`src/rtl/prbs_chk_pkg.sv`:
```
package prbs_chk_pkg;

    localparam int SR_W = 32;

    typedef enum logic [1:0] {
        ST_IDLE,
        ST_SEED,
        ST_CHECK,
        ST_DONE
    } chk_state_e;

    typedef enum logic [2:0] {
        ORD_OFF = 3'd0,
        ORD_P7  = 3'd1,
        ORD_P15 = 3'd2,
        ORD_P23 = 3'd3,
        ORD_P31 = 3'd4
    } prbs_order_e;

    typedef struct packed {
        logic [4:0] len;
        logic [4:0] tap;
    } poly_t;

    function automatic logic order_valid(input logic [2:0] code);
        return (code >= 3'd1) && (code <= 3'd4);
    endfunction

    function automatic poly_t poly_of(input logic [2:0] code);
        poly_t p;
        case (prbs_order_e'(code))
            ORD_P15: begin p.len = 5'd15; p.tap = 5'd14; end
            ORD_P23: begin p.len = 5'd23; p.tap = 5'd18; end
            ORD_P31: begin p.len = 5'd31; p.tap = 5'd28; end
            default: begin p.len = 5'd7;  p.tap = 5'd6;  end
        endcase
        return p;
    endfunction

endpackage

```
`src/rtl/prbs_ref_gen.sv`:
```
module prbs_ref_gen
    import prbs_chk_pkg::*;
(
    input  logic  clk,
    input  logic  rst,
    input  logic  seed_en,
    input  logic  step_en,
    input  logic  rx_bit,
    input  poly_t poly,
    output logic  pred
);
    logic [SR_W-1:0] sr;
    logic [4:0]      len_idx;
    logic [4:0]      tap_idx;

    assign len_idx = poly.len - 5'd1;
    assign tap_idx = poly.tap - 5'd1;
    assign pred    = sr[len_idx] ^ sr[tap_idx];

    always_ff @(posedge clk) begin
        if (rst) begin
            sr <= '0;
        end else if (seed_en) begin
            sr <= {sr[SR_W-2:0], rx_bit};
        end else if (step_en) begin
            sr <= {sr[SR_W-2:0], pred};
        end
    end

endmodule

```
`config.mk`:
```
export PLATFORM = sky130hd
export DESIGN_NAME = prbs_ref_gen
export DESIGN_NICKNAME = d
export VERILOG_FILES = /design/src/rtl/prbs_chk_pkg.sv /design/src/rtl/prbs_ref_gen.sv
export SDC_FILE = /design/constraint.sdc
export NUM_CORES = 1
export LEC_CHECK = 0
export ABC_AREA = 1
export BUFFER_PORTS_ARGS = -buffer_cell sky130_fd_sc_hd__buf_2
export CORE_ASPECT_RATIO = 1.2
export CORE_MARGIN = 2
export CORE_UTILIZATION = 40
export DETAILED_ROUTE_END_ITERATION = 8
export PLACE_DENSITY = 0.67
export SYNTH_ARGS = -nofsm -noshare
export SYNTH_HDL_FRONTEND = slang
export SYNTH_SLANG_ARGS = --single-unit
```
`constraint.sdc`:
```
create_clock -name clk -period 4.18 [get_ports clk]
set_input_delay 0.836 -clock clk [delete_from_list [all_inputs] [get_ports clk]]
set_output_delay 0.836 -clock clk [all_outputs]
set_load 0.02 [all_outputs]
```
==> results.txt <==
Power per standard cell area: 367 mW/mm²
Vias in the first global route: 1823
Clk Latency, worst-skew pair: 0.28 ns
Antenna-violating nets left: 0
GRT Overall Usage: 20.1%
Floorplan Core Area: 0.00490 mm²
Post-synthesis instance area: 0.00201 mm²
Endpoints failing hold: 0
Max-Slew Margin vs Limit: 37.7%
Initial Util: 41.0%
Worst path cell trace: buf_2 -> inv_6 -> ha_1 -> inv_1 -> nand3_1 -> nand3_1 -> nand3_1 -> nand2_1 -> nand2_1 -> nand2_1 -> nand2_1 -> nand2_2 -> buf_2
Number of cells in the finished layout apart from fillers: 401
Total Nets Final: 357
Count of yosys warnings during synthesis: 0
Hold Buf Count CTS: 0
Routed len/inst: 12.9 µm
Slowest-stage cell, CP: sky130_fd_sc_hd__ha_1
Number of buffers created by CTS: 5
Total design power: 798 µW
Buffers inserted by post-CTS timing repair: 0
Final setup violation count: 0
Worst Skew: 0.00604 ns
Initial DRC count: 139
Flip-flop count of the largest register, all copies and words added: 32
Clock tree root buffer cell: sky130_fd_sc_hd__clkbuf_8
Final design utilization: 44.3%
I/O pin count: 16
Worst slack on hold paths: 0.517 ns
Transition time of the tightest slew-check pin: 0.933 ns
LEAKAGE: 0.00104 µW
Cell family contributing the most delay on the critical path: buffers and inverters
Avg Inst Size Synth: 6.04 µm²
Aggregate global routing overflow: 0
Maximum number of pins on one net before global-route repair: 34
Wire length after detailed routing: 5160 µm
Clock Pin Slew Worst Setup and Hold Paths: 0.07 ns
Clock tree sinks: 32
Area taken by multi-input logic gates: 0.00118 mm²
Max Slew Vio Count: 0
Synth unique cells: 18
Largest regs: sr x32
Placer Congestion: 0.961
Endpoint type of the worst setup path: primary output
Average vias per placed instance: 5.14
Peak per-stage delay on the critical path: 0.45 ns
Maximum capacitance violations: 0
Number of cells produced by synthesis: 333
Worst setup path category: input port to primary output
Number of design rule violations left after detail routing: 0
Number of storage elements in the synthesis netlist: 32
RSZ-0062 raised after global routing: false
Seq/Total Area, Yosys: 31.8%
Period utilisation layout: 85.6%
CP arrival: 2.74 ns
Number of inserted filler cells in the final layout: 553
Clock tree from TritonCTS: built
Critical path's most frequent cell: sky130_fd_sc_hd__nand2_1
H-tree levels: 2
Maximum clock insertion buffer count: 2
Number of antenna violations at the first check in global routing: 0
Number of diodes: 0
Mapped Nets: 350
Largest fanout on the critical path: 18
Post-synthesis to final-layout area growth: 8.08%
Min Clock Period, post-route: 3.58 ns
Die Wd: 68.7 µm
Class of the most critical hold timing path: register to register
Vias: 2060
Buffers and inverters on the worst path: 4
Register containing the most flip-flops in the final layout: sr
First-pass GRT wire length: 8560 µm
Die Span Y: 81.7 µm
# port buffers: 15
Accumulated negative setup slack: 0 ns
Register area: 641 µm²
CP required: 3.34 ns
Die footprint: 0.00562 mm²
Pre-antenna DRT Iters: 4
Site row count: 28
Type of origin of the critical path: input port
Post-CTS resize count: 0
Total instance count after detailed placement: 393
Maximum VDD drop: 153 µV
Fmax achieved: 0.279 GHz
Post-detailed-placement half-perimeter wirelength: 3760 µm
Result of the run: complete, no violations
Layout cells sized above 1: 10.3%
power breakdown:
| part | leakage (µW) | switching [µW] | internal (µW) |
|---|---|---|---|
| clock | 0.0000552 | 110 | 177 |
| sequential | 0.000263 | 22.9 | 325 |
| combinational | 0.000717 | 106 | 58.2 |
| total | 0.00104 | 239 | 560 |
final cells by class:
class / count / share of cell area (%)
repair buffers: 17 / 4.14
multi-input cells: 264 / 54.1
flip-flops and latches: 32 / 29.5
well taps: 60 / 3.45
clock inverters: 2 / 1.61
inverters: 20 / 3.91
clock buffers: 6 / 3.34
worst min-delay path: stages, from the launching register on:
cell                      delay (ns)
sky130_fd_sc_hd__dfxtp_1        0.33
sky130_fd_sc_hd__nor2_1         0.10
sky130_fd_sc_hd__nor2_1         0.05
final timing paths:
kind         startpoint  endpoint  slack [ns]  depth (start not counted)
min reg2reg      sr[31]    sr[31]        0.52                          2
max             poly[5]      pred        0.60                         13
min              sr[31]    sr[31]        0.52                          2
max reg2reg      sr[19]     sr[0]        2.85                         11
cell usage after synthesis:
library cell / number / share of area, %
sky130_fd_sc_hd__a21oi_2: 1 / 0.44
sky130_fd_sc_hd__buf_6: 5 / 2.8
sky130_fd_sc_hd__buf_2: 1 / 0.25
sky130_fd_sc_hd__ha_1: 2 / 1.2
sky130_fd_sc_hd__dfxtp_1: 32 / 32
sky130_fd_sc_hd__nand2_1: 94 / 18
sky130_fd_sc_hd__a21oi_1: 1 / 0.25
sky130_fd_sc_hd__clkbuf_1: 9 / 1.7
sky130_fd_sc_hd__nand3_1: 61 / 15
sky130_fd_sc_hd__nor2_1: 63 / 12
sky130_fd_sc_hd__inv_6: 2 / 0.87
sky130_fd_sc_hd__inv_1: 18 / 3.4
sky130_fd_sc_hd__buf_4: 2 / 0.75
sky130_fd_sc_hd__nand2_2: 4 / 1.2
sky130_fd_sc_hd__o21ai_0: 32 / 8.0
sky130_fd_sc_hd__nand3_2: 3 / 1.5
sky130_fd_sc_hd__nor3_2: 1 / 0.50
sky130_fd_sc_hd__xor2_1: 2 / 0.87
per-layer routing:
metal | share of wire [%] | up-vias | wire, µm | GRT usage [%]
li1 | - | 1082 | - | -
met1 | 46 | 927 | 2400 | 27.6
met2 | 47 | 46 | 2420 | 31.9
met3 | 5.5 | 5 | 286 | 2.88
met4 | 1.0 | 0 | 53 | 7.25
met5 | 0 | - | 0 | 0
placed cells by master (no fill, tap or decap), types with 2 or more instances in the layout:
| cell | n |
|---|---|
| sky130_fd_sc_hd__buf_2 | 15 |
| sky130_fd_sc_hd__inv_1 | 18 |
| sky130_fd_sc_hd__nand2_2 | 4 |
| sky130_fd_sc_hd__nor2_1 | 63 |
| sky130_fd_sc_hd__buf_4 | 2 |
| sky130_fd_sc_hd__nand3_2 | 3 |
| sky130_fd_sc_hd__o21ai_0 | 32 |
| sky130_fd_sc_hd__nand2_1 | 94 |
| sky130_fd_sc_hd__dfxtp_1 | 32 |
| sky130_fd_sc_hd__clkbuf_8 | 5 |
| sky130_fd_sc_hd__xor2_1 | 2 |
| sky130_fd_sc_hd__ha_1 | 2 |
| sky130_fd_sc_hd__nand3_1 | 61 |
| sky130_fd_sc_hd__inv_6 | 2 |
stage by stage:
| step | cell area (µm²) | setup WS, ns |
|---|---|---|
| floorplan | 2010 | 1.05 |
| global placement | 2070 | 0.613 |
| detailed placement | 2070 | 0.594 |
| CTS | 2170 | 0.587 |
| global route | 2170 | 0.351 |
| finish | 2170 | 0.601 |
cell families (layout without fill, tap and decap cells):
kind of cell	after synthesis	in the layout	share of synthesized area (%)
flip-flops	32	32	31.8
XOR/XNOR	2	2	0.871
adder cells (fa/ha/maj)	2	2	1.24
AND/OR/NAND/NOR	226	226	47.7
AO/OA/AOI/OAI	34	34	8.64
buffers and inverters	37	45	9.70
(Power assumes the default switching activity.)
